**config.mk**
```make
export PLATFORM = sky130hd
export DESIGN_NAME = hp_host_ctrl
export DESIGN_NICKNAME = d
export VERILOG_FILES = /design/src/rtl/hp_pkg.sv /design/src/rtl/hp_flag_cell.sv /design/src/rtl/hp_ctrl_reg.sv /design/src/rtl/hp_cmd_reg.sv /design/src/rtl/hp_host_ctrl.sv
export SDC_FILE = /design/constraint.sdc
export NUM_CORES = 1
export LEC_CHECK = 0
export ABC_AREA = 1
export BUFFER_PORTS_ARGS = -buffer_cell sky130_fd_sc_hd__buf_2
export CORE_UTILIZATION = 32
export CTS_BUF_LIST = sky130_fd_sc_hd__clkbuf_4 sky130_fd_sc_hd__clkbuf_8
export CTS_CLUSTER_SIZE = 10
export DETAILED_ROUTE_END_ITERATION = 8
export PLACE_DENSITY = 0.64
export SLEW_MARGIN = 20
export SYNTH_ARGS = -nofsm -noshare
export SYNTH_HDL_FRONTEND = slang
export SYNTH_SLANG_ARGS = --single-unit
export TNS_END_PERCENT = 10
```
**constraint.sdc**
```tcl
create_clock -name clk -period 0.9 [get_ports clk]
set_input_delay 0.18 -clock clk [delete_from_list [all_inputs] [get_ports clk]]
set_output_delay 0.18 -clock clk [all_outputs]
set_load 0.1 [all_outputs]
```
**src/rtl/hp_pkg.sv**
```systemverilog
// Package: shared constants of the host port control block.
// Assumes a four-flag handshake set with fixed indices used by all modules.
package hp_pkg;

    localparam int NUM_FLAGS = 4;

    // Flag indices
    localparam int FLG_H_RXF = 0;   // host receive data full
    localparam int FLG_H_TXE = 1;   // host transmit empty
    localparam int FLG_C_RXF = 2;   // core receive full
    localparam int FLG_C_TXE = 3;   // core transmit empty

    // Reset value of the flags; also the value initialize forces
    localparam logic [NUM_FLAGS-1:0] FLAG_RST = 4'b1010;

    // Host register addresses
    typedef enum logic [1:0] {
        REG_CTRL = 2'd0,
        REG_CMD  = 2'd1,
        REG_STAT = 2'd2,
        REG_NONE = 2'd3
    } reg_sel_e;

    // Control register bit positions
    localparam int CTL_INIT  = 7;
    localparam int CTL_AUX_H = 6;
    localparam int CTL_AUX_L = 5;
    localparam int CTL_TXEN  = 1;
    localparam int CTL_RXEN  = 0;

endpackage

```
**src/rtl/hp_flag_cell.sv**
```systemverilog
// Module: one handshake flag with set/clear pulses and a forcing port.
// Assumes the force port comes from the initialize sequencer and has the
// highest priority; among the pulses, clear dominates set.
module hp_flag_cell #(
    parameter logic RST_VAL = 1'b0
) (
    input  logic clk,
    input  logic rst_n,
    input  logic set_i,
    input  logic clr_i,
    input  logic force_en_i,
    input  logic force_val_i,
    output logic flag_o
);

    logic flag_q;

    // Flag state: force > clear > set > hold
    always_ff @(posedge clk) begin
        if (!rst_n)
            flag_q <= RST_VAL;
        else if (force_en_i)
            flag_q <= force_val_i;
        else if (clr_i)
            flag_q <= 1'b0;
        else if (set_i)
            flag_q <= 1'b1;
    end

    assign flag_o = flag_q;

    // an executing initialize overrides the pulses
    a_r7_force_wins: assert property (@(posedge clk) disable iff (!rst_n)
        force_en_i |=> flag_q == $past(force_val_i));

    // clear dominates set when not forced
    a_r7_clear_wins: assert property (@(posedge clk) disable iff (!rst_n)
        (clr_i && !force_en_i) |=> !flag_q);

endmodule

```
**src/rtl/hp_ctrl_reg.sv**
```systemverilog
// Module: interface control register with a self-clearing initialize command.
// Holds the request enables and auxiliary bits. Initialize is latched on the
// host write and executes one cycle later, producing per-flag force enables.
// Assumes the write strobe is a single-cycle pulse already decoded for this
// register.
module hp_ctrl_reg
    import hp_pkg::*;
(
    input  logic                 clk,
    input  logic                 rst_n,
    input  logic                 wr_i,
    input  logic                 init_wr_i,
    input  logic [1:0]           aux_wr_i,
    input  logic                 txen_wr_i,
    input  logic                 rxen_wr_i,
    input  logic [1:0]           dma_mode_i,
    output logic [7:0]           ctrl_byte_o,
    output logic [NUM_FLAGS-1:0] force_en_o,
    output logic [NUM_FLAGS-1:0] force_val_o
);

    logic       init_q;
    logic [1:0] aux_q;
    logic       txen_q;
    logic       rxen_q;
    logic       dma_on;

    assign dma_on = |dma_mode_i;

    // Initialize command: set by a host write, cleared on the next edge
    always_ff @(posedge clk) begin
        if (!rst_n)
            init_q <= 1'b0;
        else
            init_q <= wr_i & init_wr_i;
    end

    // Request enables and auxiliary bits; auxiliary locked while DMA mode is on
    always_ff @(posedge clk) begin
        if (!rst_n) begin
            txen_q <= 1'b0;
            rxen_q <= 1'b0;
            aux_q  <= 2'b00;
        end else if (wr_i) begin
            txen_q <= txen_wr_i;
            rxen_q <= rxen_wr_i;
            if (!dma_on)
                aux_q <= aux_wr_i;
        end
    end

    // Force enables selected by the transfer directions enabled
    always_comb begin
        force_en_o = '0;
        force_en_o[FLG_H_RXF] = init_q & rxen_q;
        force_en_o[FLG_C_TXE] = init_q & rxen_q;
        force_en_o[FLG_H_TXE] = init_q & txen_q;
        force_en_o[FLG_C_RXF] = init_q & txen_q;
    end

    assign force_val_o = FLAG_RST;

    // Read view of the register
    always_comb begin
        ctrl_byte_o = '0;
        ctrl_byte_o[CTL_INIT] = init_q;
        ctrl_byte_o[CTL_AUX_H:CTL_AUX_L] = dma_on ? dma_mode_i : aux_q;
        ctrl_byte_o[CTL_TXEN] = txen_q;
        ctrl_byte_o[CTL_RXEN] = rxen_q;
    end

    // initialize lasts a single cycle unless rewritten
    a_r2_init_one_cycle: assert property (@(posedge clk) disable iff (!rst_n)
        (init_q && !(wr_i && init_wr_i)) |=> !init_q);

    // auxiliary bits cannot change while DMA mode is nonzero
    a_r8_aux_locked: assert property (@(posedge clk) disable iff (!rst_n)
        dma_on |=> $stable(aux_q));

    // no direction enabled means nothing is forced
    a_r3_no_force: assert property (@(posedge clk) disable iff (!rst_n)
        (!txen_q && !rxen_q) |-> (force_en_o == '0));

endmodule

```
**src/rtl/hp_cmd_reg.sv**
```systemverilog
// Module: command vector register that raises a host-command interrupt.
// The command bit is a level request that the core clears with an acknowledge.
// The vector survives the acknowledge. Host writes are dropped while a command
// is pending. Assumes the write strobe is already decoded for this register.
module hp_cmd_reg #(
    parameter int VEC_W = 7
) (
    input  logic             clk,
    input  logic             rst_n,
    input  logic             wr_i,
    input  logic [VEC_W:0]   wdata_i,
    input  logic             ack_i,
    output logic             pend_o,
    output logic [VEC_W-1:0] vec_o
);

    logic             pend_q;
    logic [VEC_W-1:0] vec_q;

    // Command bit and vector: acknowledge clears, writes only when idle
    always_ff @(posedge clk) begin
        if (!rst_n) begin
            pend_q <= 1'b0;
            vec_q  <= '0;
        end else if (pend_q) begin
            if (ack_i)
                pend_q <= 1'b0;
        end else if (wr_i) begin
            pend_q <= wdata_i[VEC_W];
            vec_q  <= wdata_i[VEC_W-1:0];
        end
    end

    assign pend_o = pend_q;
    assign vec_o  = vec_q;

    // a pending command holds its bit and vector until acknowledged
    a_r10_hold_pending: assert property (@(posedge clk) disable iff (!rst_n)
        (pend_q && !ack_i) |=> (pend_q && $stable(vec_q)));

    // acknowledge clears the command and keeps the vector
    a_r11_ack_clears: assert property (@(posedge clk) disable iff (!rst_n)
        (pend_q && ack_i) |=> (!pend_q && $stable(vec_q)));

endmodule

```
**src/rtl/hp_host_ctrl.sv**
```systemverilog
// Module: top of the host port control and command registers.
// Decodes host writes, muxes host reads, and holds the four handshake flags.
// Assumes a single-cycle write strobe and a combinational read path.
module hp_host_ctrl
    import hp_pkg::*;
#(
    parameter int VEC_W = 7
) (
    input  logic                 clk,
    input  logic                 rst_n,
    input  logic                 hst_wr_en,
    input  logic [1:0]           hst_addr,
    input  logic [VEC_W:0]       hst_wdata,
    output logic [VEC_W:0]       hst_rdata,
    input  logic [1:0]           core_dma_mode,
    input  logic [NUM_FLAGS-1:0] flag_set,
    input  logic [NUM_FLAGS-1:0] flag_clr,
    output logic [NUM_FLAGS-1:0] flags_o,
    output logic                 hc_req,
    output logic [VEC_W:0]       hc_addr,
    input  logic                 hc_ack
);

    localparam int DATA_W = VEC_W + 1;

    reg_sel_e             sel;
    logic                 wr_ctrl;
    logic                 wr_cmd;
    logic [7:0]           ctrl_byte;
    logic [NUM_FLAGS-1:0] force_en;
    logic [NUM_FLAGS-1:0] force_val;
    logic                 pend;
    logic [VEC_W-1:0]     vec;

    assign sel     = reg_sel_e'(hst_addr);
    assign wr_ctrl = hst_wr_en && (sel == REG_CTRL);
    assign wr_cmd  = hst_wr_en && (sel == REG_CMD);

    hp_ctrl_reg u_ctrl (
        .clk         (clk),
        .rst_n       (rst_n),
        .wr_i        (wr_ctrl),
        .init_wr_i   (hst_wdata[CTL_INIT]),
        .aux_wr_i    (hst_wdata[CTL_AUX_H:CTL_AUX_L]),
        .txen_wr_i   (hst_wdata[CTL_TXEN]),
        .rxen_wr_i   (hst_wdata[CTL_RXEN]),
        .dma_mode_i  (core_dma_mode),
        .ctrl_byte_o (ctrl_byte),
        .force_en_o  (force_en),
        .force_val_o (force_val)
    );

    hp_cmd_reg #(.VEC_W(VEC_W)) u_cmd (
        .clk     (clk),
        .rst_n   (rst_n),
        .wr_i    (wr_cmd),
        .wdata_i (hst_wdata),
        .ack_i   (hc_ack),
        .pend_o  (pend),
        .vec_o   (vec)
    );

    // One flag cell per handshake flag, reset value taken from the package
    for (genvar i = 0; i < NUM_FLAGS; i++) begin : g_flag
        hp_flag_cell #(.RST_VAL(FLAG_RST[i])) u_flag (
            .clk         (clk),
            .rst_n       (rst_n),
            .set_i       (flag_set[i]),
            .clr_i       (flag_clr[i]),
            .force_en_i  (force_en[i]),
            .force_val_i (force_val[i]),
            .flag_o      (flags_o[i])
        );
    end

    assign hc_req  = pend;
    assign hc_addr = {vec, 1'b0};

    // Host read mux
    always_comb begin
        unique case (sel)
            REG_CTRL: hst_rdata = DATA_W'(ctrl_byte);
            REG_CMD:  hst_rdata = {pend, vec};
            REG_STAT: hst_rdata = DATA_W'({flags_o[FLG_H_TXE], flags_o[FLG_H_RXF]});
            default:  hst_rdata = '0;
        endcase
    end

    // an idle command write with the command bit raises the request
    a_r9_write_raises: assert property (@(posedge clk) disable iff (!rst_n)
        (wr_cmd && !hc_req && hst_wdata[VEC_W]) |=>
            (hc_req && hc_addr == {$past(hst_wdata[VEC_W-1:0]), 1'b0}));

    // writes to the status or unused address leave the flags alone
    a_r12_no_side_write: assert property (@(posedge clk) disable iff (!rst_n)
        (hst_wr_en && hst_addr[1] && flag_set == '0 && flag_clr == '0 &&
         force_en == '0) |=> $stable(flags_o));

endmodule

```
=== Word level (Yosys, flattened, before mapping) ===
Index checks and enable logic that the tools add are counted.

* Register bits: 17
* RAM bits: 0
* Word-level logic and storage cells: 39
* ROM bits: 0
* Memories kept: 0
* Bits of input ports: 24
* Latch bits: 0

* Shift-type cells: 0
* $mul: 0
* Equality and inequality tests: 2
* Muxes and demuxes: 9
* Reduce and logical (&&, ||, !) cells: 12
* Magnitude comparators: 0
* Bitwise logic cells: 6
* Add/sub/neg operators: 0
* Divide/modulo/power cells: 0

{| class="wikitable"
|+ Operator list
! kind !! count
|-
| case mux 8 bit (3 select lines) || 1
|-
| 2-to-1 mux 1 bit || 7
|-
| OR reduction 2 bit || 3
|-
| OR reduction 3 bit || 2
|-
| AND reduction 2 bit || 2
|-
| nonzero test 2 bit || 2
|-
| bitwise AND 1 bit || 3
|-
| inverter 1 bit || 3
|-
| equality test 2 x 1 -> 1 bit, second input constant || 1
|-
| equality test 2 bit, second input constant || 1
|-
| logical AND 1 bit || 2
|-
| zero test 2 bit || 1
|-
| 2-to-1 mux 2 bit || 1
|}

=== Logic depth before layout (Yosys ltp) ===
Gate-level depths: netlist (run 1).

* Depth in word-level cells: 4
* Gate-level depth with buffers: 7
* Gate-level depth less buffers: 6

=== Cells and area by module ===
A second synthesis (run 1) with hierarchy kept.

* Cells, all modules: 163
* Area, all modules: 1033.5 sq um

{| class="wikitable"
|+ Modules (own cells, without submodules)
! module !! sequential area each (sq um) !! cells an instance !! area an instance (sq um) !! instances
|-
| hp_cmd_reg || 160.2 || 52 || 355.3 || 1
|-
| hp_ctrl_reg || 100.1 || 46 || 321.6 || 1
|-
| hp_host_ctrl || 0.0 || 35 || 168.9 || 1
|-
| hp_flag_cell (g_flag[1].u_flag ...) || 20.0 || 9 || 51.3 || 2
|-
| hp_flag_cell (g_flag[0].u_flag ...) || 20.0 || 6 || 42.5 || 2
|}

=== Worst setup path after synthesis (run 1) ===
No wires, ideal clock.

* Kind: register -> output
* Start: register u_cmd.pend_q (netlist: u_cmd.pend_o)
* End: output port hst_rdata[7]
* Arrival: 3.228 ns
* Buffers on the path: 0
* Path slack: -2.508 ns
* Stages on the path, launching flop included: 3
* Required time: 0.720 ns
* Cells stage by stage: dfxtp_1 inv_1 o21ai_0

* Longest elaborated chain between the ends: 1

{| class="wikitable"
|+ RTL lines
! what !! RTL line !! RTL
|-
| from (decl) || hp_cmd_reg.sv:17 || <nowiki>logic pend_q;</nowiki>
|-
| from (signal assigned) || hp_cmd_reg.sv:29 || <nowiki>pend_q <= wdata_i[VEC_W];</nowiki>
|-
| case mux 8 bit (3 select lines) || hp_host_ctrl.sv:81 || <nowiki>unique case (sel)</nowiki>
|-
| to (decl) || hp_host_ctrl.sv:14 || <nowiki>output logic [VEC_W:0] hst_rdata,</nowiki>
|}

No other way between the ends.

=== Final worst setup path (run 1) ===
* Start: register u_ctrl.aux_q[0]
* End: output port hst_rdata[5]

* Longest elaborated chain between the ends: 2

{| class="wikitable"
|+ RTL lines
! what !! RTL line !! RTL
|-
| from (decl) || hp_ctrl_reg.sv:23 || <nowiki>logic [1:0] aux_q;</nowiki>
|-
| from (signal assigned) || hp_ctrl_reg.sv:48 || <nowiki>aux_q <= aux_wr_i;</nowiki>
|-
| 2-to-1 mux 2 bit || hp_ctrl_reg.sv:67 || <nowiki>ctrl_byte_o[CTL_AUX_H:CTL_AUX_L] = dma_on ? dma_mode_i : aux_q;</nowiki>
|-
| case mux 8 bit (3 select lines) || hp_host_ctrl.sv:81 ||
|}

No other way between the ends.

==> results of run 1 <==
## kinds of logic after synthesis
family | count (synthesis) | synth area share, %
other | 1 | 0.447
and+or+nand+nor | 73 | 36.2
buffers and inverters | 27 | 15.2
DFF | 17 | 40.5
AOI/OAI and AO/OA | 12 | 7.60
## power by group
| part | internal (mW) | switching (mW) |
|---|---|---|
| clock | 0.202 | 0.230 |
| sequential | 0.786 | 0.0296 |
| combinational | 0.318 | 0.525 |
| total | 1.31 | 0.785 |
## through the flow
step | setup WS (ns) | cell area [sq um] | cells | setup TNS (ns) | hold slack (ns)
after detailed placement | -0.286 | 1590 | 217 | -3.63 | 0.348
after floorplan | -0.417 | 936 | 130 | -4.72 | 0.252
after CTS | -0.369 | 1710 | 221 | -4.92 | 0.0311
after global routing | -0.442 | 1740 | 221 | -6.10 | 0.0252
after global placement | -0.238 | 1590 | 217 | -2.92 | 0.339
final | -0.380 | 1740 | 221 | -4.77 | 0.0441
## registers in the layout (all words and copies together) (netlist names)
name and count:
u_ctrl.rxen_q 1, u_cmd.vec_o 7, g_flag.u_flag.flag_o 4, u_ctrl.aux_q 2, u_ctrl.init_q 1, u_cmd.pend_o 1, u_ctrl.txen_q 1
## timing repair
action,CTS,global route
pin swaps,3,2
gates resized for setup,32,11
endpoints found under the setup margin,30,32
## cells in the mapped netlist, drive strengths merged
| library cell | number | area, sq um |
|---|---|---|
| inv | 20 | 75.1 |
| a21oi | 2 | 10.0 |
| nand2 | 32 | 128 |
| conb | 1 | 3.75 |
| nor2 | 33 | 134 |
| nand4 | 2 | 12.5 |
| o21ai | 10 | 53.8 |
| nand3 | 6 | 30.0 |
| dfxtp | 17 | 340 |
| buf | 6 | 48.8 |
| clkbuf | 1 | 3.75 |
## final timing paths
kind	endpoint	slack, ns	cells past startpoint
worst max-delay path	hst_rdata[5]	-0.38	5
worst min-delay path	g_flag[2].u_flag.flag_o$_SDFFE_PP0P_	0.04	2
worst max register to register	u_cmd.vec_o[0]$_SDFFE_PN0P_	-0.08	7
worst min register to register	g_flag[2].u_flag.flag_o$_SDFFE_PP0P_	0.54	2
## per-layer routing
metal	wire length [um]	track usage [%]
met1	1010	21.8
met2	1380	38.5
met3	110	3.16
met4	106	7.46
met5	0	0
## final cells by class
cell class / count / area, sq um / area share (%)
Timing Repair Buffer: 64 / 714 / 41.1
Multi-Input combinational cell: 86 / 510 / 29.4
Sequential cell: 17 / 369 / 21.2
Inverter: 20 / 77.6 / 4.46
Tap cell: 30 / 37.5 / 2.16
Clock buffer: 4 / 30.0 / 1.73
==> implementation parameters, run 1 <==
Parameter                              Value

Clocking
  CTS root buffer ... sky130_fd_sc_hd__clkbuf_4
  Clock Latency Late Sink ... 0.28 ns
  Clock transition at the register clock pins on the worst setup and hold paths after CTS ... 0.09 ns
  CTS Hold Buffers Added ... 0
  Number of clock sinks ... 17
  TritonCTS clock tree ... built
  Number of H-tree levels ... 1
  Clock tree buffer depth ... 2
  Number of buffers inserted during clock tree synthesis ... 3
  Buffers inserted during post-CTS setup optimization ... 0

Detailed routing
  Average wire length per cell after detail routing ... 11.8 um
  Final Routed Wirelength ... 2600 um
  Number of vias per cell after detailed routing ... 4.41
  DR vias ... 974
  Total iterations of the first detailed-routing run ... 4
  Number of antenna-violating nets in the routed design ... 0
  Iter 0 DRT Violations ... 13
  DR DRC count ... 0

Setup path
  Sort of element at the start of the critical path ... flip-flop
  Critical Path AT ... 1.10 ns
  Required arrival time at the worst endpoint ... 0.72 ns
  Dominant delay contributor by cell family on the critical path ... flip-flops
  Critical-path cell with the highest stage delay ... sky130_fd_sc_hd__dfxtp_2
  Startpoint of the lowest-slack register-to-register path ... u_cmd.pend_o$_SDFF_PN0_
  CP Launch Point ... u_ctrl.aux_q[0]$_SDFFE_PN0P_
  Largest driver fanout on the critical path ... 2
  Delay contributed by the slowest stage of the critical path ... 0.33 ns
  Setup Crit Path Kind ... flip-flop to output port
  CP Capture Type ... output port
  Crit path buf inv count ... 2
  Critical-path cell list ... inv_2 -> nor2_2 -> o21ai_2 -> nand2_4 -> buf_12

Die
  Die Span X ... 53.2 um
  Die footprint ... 0.00283 sq mm
  CORE AREA ... 0.00248 sq mm
  Starting utilization of the core area ... 33.9%
  Number of top-level pins ... 45
  Site row count ... 18
  Vert. Die Dim ... 53.2 um

Layout
  Number of nets at the end of the flow ... 216
  Layout-stage area growth over the synthesis result ... 107%
  Final Util ... 70.2%
  Leading cell types in the layout, fill and taps excluded ... sky130_fd_sc_hd__nor2_1, sky130_fd_sc_hd__nand2_1, sky130_fd_sc_hd__buf_2
  Diodes inserted ... 0
  Commonest non-fill, non-tap cell in the layout ... sky130_fd_sc_hd__nor2_1
  Filler cell count in the final layout ... 178
  Fraction of layout cells with a size suffix above 1 ... 59.7%

Synth
  Syn Nets ... 154
  Distinct cell type count after synthesis ... 16
  Synthesized area per cell ... 6.46 sq um
  Number of warnings reported in the yosys synthesis log ... 0
  #FFs+latches synth ... 17
  Register area share after synthesis ... 40.5%
  Synth Cell Area ... 840 sq um
  Number of standard cells after synthesis ... 130

Outcome
  Run status ... finished with violations
  Violated checks ... setup timing

Global route
  Maximum number of pins on one net before global-route repair ... 10
  First-pass GRT wire length ... 4040 um
  Aggregate global-route resource usage ... 20.2%
  Initial antenna violation count ... 0
  Vias in the first global route ... 943
  Remaining global-route overflow ... 0

Power and ir drop
  Worst IR Drop VDD ... 0.000894 V
  Areal power density over the cells ... 1200 mW/mm^2
  Total chip power ... 2.09 mW
  Static leakage power ... 0.817 nW

Timing
  Maximum clock skew at final layout ... 0.00666 ns
  Final critical-path share of the clock period ... 142%
  Worst Slack Setup Final ... -0.380 ns
  Timing-limited maximum frequency ... 781 MHz
  Minimum clock period ... 1.28 ns
  Setup repair after global routing missed its margin ... yes
  Count of final setup violators ... 28
  Final hold violations ... 0
  Max-slew violation count ... 0

Worst hold path
  Min-Delay Path Class ... input port to flip-flop
  Hold_sp ... flag_clr[2]

Place
  Count of port buffers added during placement ... 43
  HPWL after detailed placement ... 1920 um
  Final GP Congestion ... 0.776

Run
  Reported max-cap violation count ... 0
Note: power is estimated with default switching activity, not from simulation.
==> inputs of run 2 (changes only) <==
- SETUP_SLACK_MARGIN: default -> 0.4
==> run 2 against run 1 <==
Compared with the run above: die area unchanged; sequential power about the same; the flow finishes with violations (hold timing, setup timing); clock power is essentially flat; worst setup slack got worse by 0.020 ns; critical path depth is the same; largest cell class unchanged; via count grew 1.2%; register-to-register slack hardly changed; design area down 1.2%.
==> implementation parameters, run 2 (synthesized netlist as in run 1, its figures left out) <==
Parameter                              Value

Outcome
  Run status ... finished with violations
  Violated checks ... hold timing, setup timing

Timing
  Maximum clock skew at final layout ... 0.0143 ns
  Worst hold margin ... -0.00215 ns
  Timing-limited maximum frequency ... 769 MHz
  Setup repair after global routing missed its margin ... yes
  Count of final setup violators ... 28
  Worst Slack Setup Final ... -0.401 ns
  Max-slew violation count ... 0
  Minimum clock period ... 1.30 ns
  Final sum of negative setup slack ... -5.33 ns
  Final hold violations ... 1
  Final critical-path share of the clock period ... 145%

Layout
  Final Util ... 69.3%
  Layout-stage area growth over the synthesis result ... 105%
  Leading cell types in the layout, fill and taps excluded ... sky130_fd_sc_hd__nor2_1, sky130_fd_sc_hd__nand2_1, sky130_fd_sc_hd__buf_2
  Number of nets at the end of the flow ... 214
  Fraction of layout cells with a size suffix above 1 ... 59.8%
  Diodes inserted ... 0
  Commonest non-fill, non-tap cell in the layout ... sky130_fd_sc_hd__nor2_1
  Number of flip-flops under the largest register name ... 7

Setup path
  Critical-path cell list ... inv_2 -> nor2_2 -> o21ai_2 -> nand2_4 -> buf_12
  Critical-path cell with the highest stage delay ... sky130_fd_sc_hd__dfxtp_2
  CP Capture Type ... output port
  Required arrival time at the worst endpoint ... 0.72 ns
  Sort of element at the start of the critical path ... flip-flop
  Dominant delay contributor by cell family on the critical path ... flip-flops
  Setup Crit Path Kind ... flip-flop to output port
  Total stage count of the critical path ... 5
  Delay contributed by the slowest stage of the critical path ... 0.33 ns
  Crit path buf inv count ... 2
  Largest driver fanout on the critical path ... 2
  Critical Path AT ... 1.12 ns
  Worst Reg-to-Reg Cells ... 7

Die
  Starting utilization of the core area ... 33.9%
  Site row count ... 18
  Die Span X ... 53.2 um
  Die footprint ... 0.00283 sq mm
  Number of top-level pins ... 45
  Vert. Die Dim ... 53.2 um
  CORE AREA ... 0.00248 sq mm

Power and ir drop
  Worst IR Drop VDD ... 0.00130 V
  Areal power density over the cells ... 1210 mW/mm^2
  Static leakage power ... 0.801 nW
  Total chip power ... 2.08 mW

Clocking
  TritonCTS clock tree ... built
  Clock transition at the register clock pins on the worst setup and hold paths after CTS ... 0.11 ns
  Number of buffers inserted during clock tree synthesis ... 3
  CTS root buffer ... sky130_fd_sc_hd__clkbuf_4
  Number of H-tree levels ... 1
  Clock tree buffer depth ... 2
  Clock Latency Late Sink ... 0.31 ns
  Number of clock sinks ... 17

Global route
  Maximum number of pins on one net before global-route repair ... 16
  First-pass GRT wire length ... 3820 um
  Aggregate global-route resource usage ... 18.9%
  Remaining global-route overflow ... 0
  Vias in the first global route ... 960
  Initial antenna violation count ... 0

Detailed routing
  Total iterations of the first detailed-routing run ... 4
  Number of antenna-violating nets in the routed design ... 0
  DR DRC count ... 0
  Final Routed Wirelength ... 2410 um
  Number of vias per cell after detailed routing ... 4.50
  Average wire length per cell after detail routing ... 11.0 um
  Iter 0 DRT Violations ... 4
  DR vias ... 986

Place
  Count of port buffers added during placement ... 43
  Pre-CTS setup slack ... -0.281 ns
  HPWL after detailed placement ... 1910 um
  Final GP Congestion ... 0.743

Worst hold path
  Worst hold stages ... 2
  Min-Delay Path Class ... input port to flip-flop

Run
  Reported max-cap violation count ... 0
[run 2: worst paths after layout]
check | start | end | slack (ns)
max reg2reg | u_cmd.pend_o$_SDFF_PN0_ | u_cmd.vec_o[5]$_SDFFE_PN0P_ | -0.08
max | u_ctrl.aux_q[1]$_SDFFE_PN0P_ | hst_rdata[6] | -0.40
min | flag_clr[0] | g_flag[0].u_flag.flag_o$_SDFFE_PP0P_ | -0.002
min reg2reg | u_cmd.vec_o[3]$_SDFFE_PN0P_ | u_cmd.vec_o[3]$_SDFFE_PN0P_ | 0.53
[run 2: per-stage QoR]
stage	area [sq um]	cells
final	1720	219
after global routing	1720	219
after CTS	1700	219
after detailed placement	1590	215
after global placement	1590	215
after floorplan	936	130
[run 2: metal layers]
metal / vias to the layer above / wire length (um) / GRT usage, %
met5: - / 0 / 0
li1: 506 / - / -
met2: 28 / 1360 / 37.5
met4: 0 / 42 / 5.26
met3: 6 / 105 / 6.03
met1: 446 / 907 / 18.0
[run 2: cell type report]
class	instances	area, sq um
Timing Repair Buffer	62	693
Clock buffer	3	22.5
Fill cell	192	759
Inverter	20	77.6
Clock inverter	1	7.51
Multi-Input combinational cell	86	508
Sequential cell	17	372
Tap cell	30	37.5
[run 2: worst reg2reg max path: stages (launching register included)]
cell	delay, ns
sky130_fd_sc_hd__dfxtp_4	0.37
sky130_fd_sc_hd__inv_4	0.08
sky130_fd_sc_hd__nand2_4	0.05
sky130_fd_sc_hd__nor2_4	0.09
sky130_fd_sc_hd__buf_12	0.14
sky130_fd_sc_hd__nand2_1	0.05
sky130_fd_sc_hd__nand2_1	0.06
sky130_fd_sc_hd__nor2_1	0.04
[run 2: timing repair]
| item | CTS | global route |
|---|---|---|
| endpoints found under the hold margin | 1 | 1 |
| gates resized for setup | 30 | 8 |
| buffers inserted | 0 | 0 |
| setup endpoints to repair | 37 | 37 |
| pin swaps | 10 | 2 |
[run 2: power breakdown]
part	switching, mW	total, mW	leakage (nW)	internal, mW
Combinational	0.515	0.827	0.640	0.312
Clock	0.266	0.435	0.0139	0.170
Sequential	0.0292	0.815	0.147	0.786
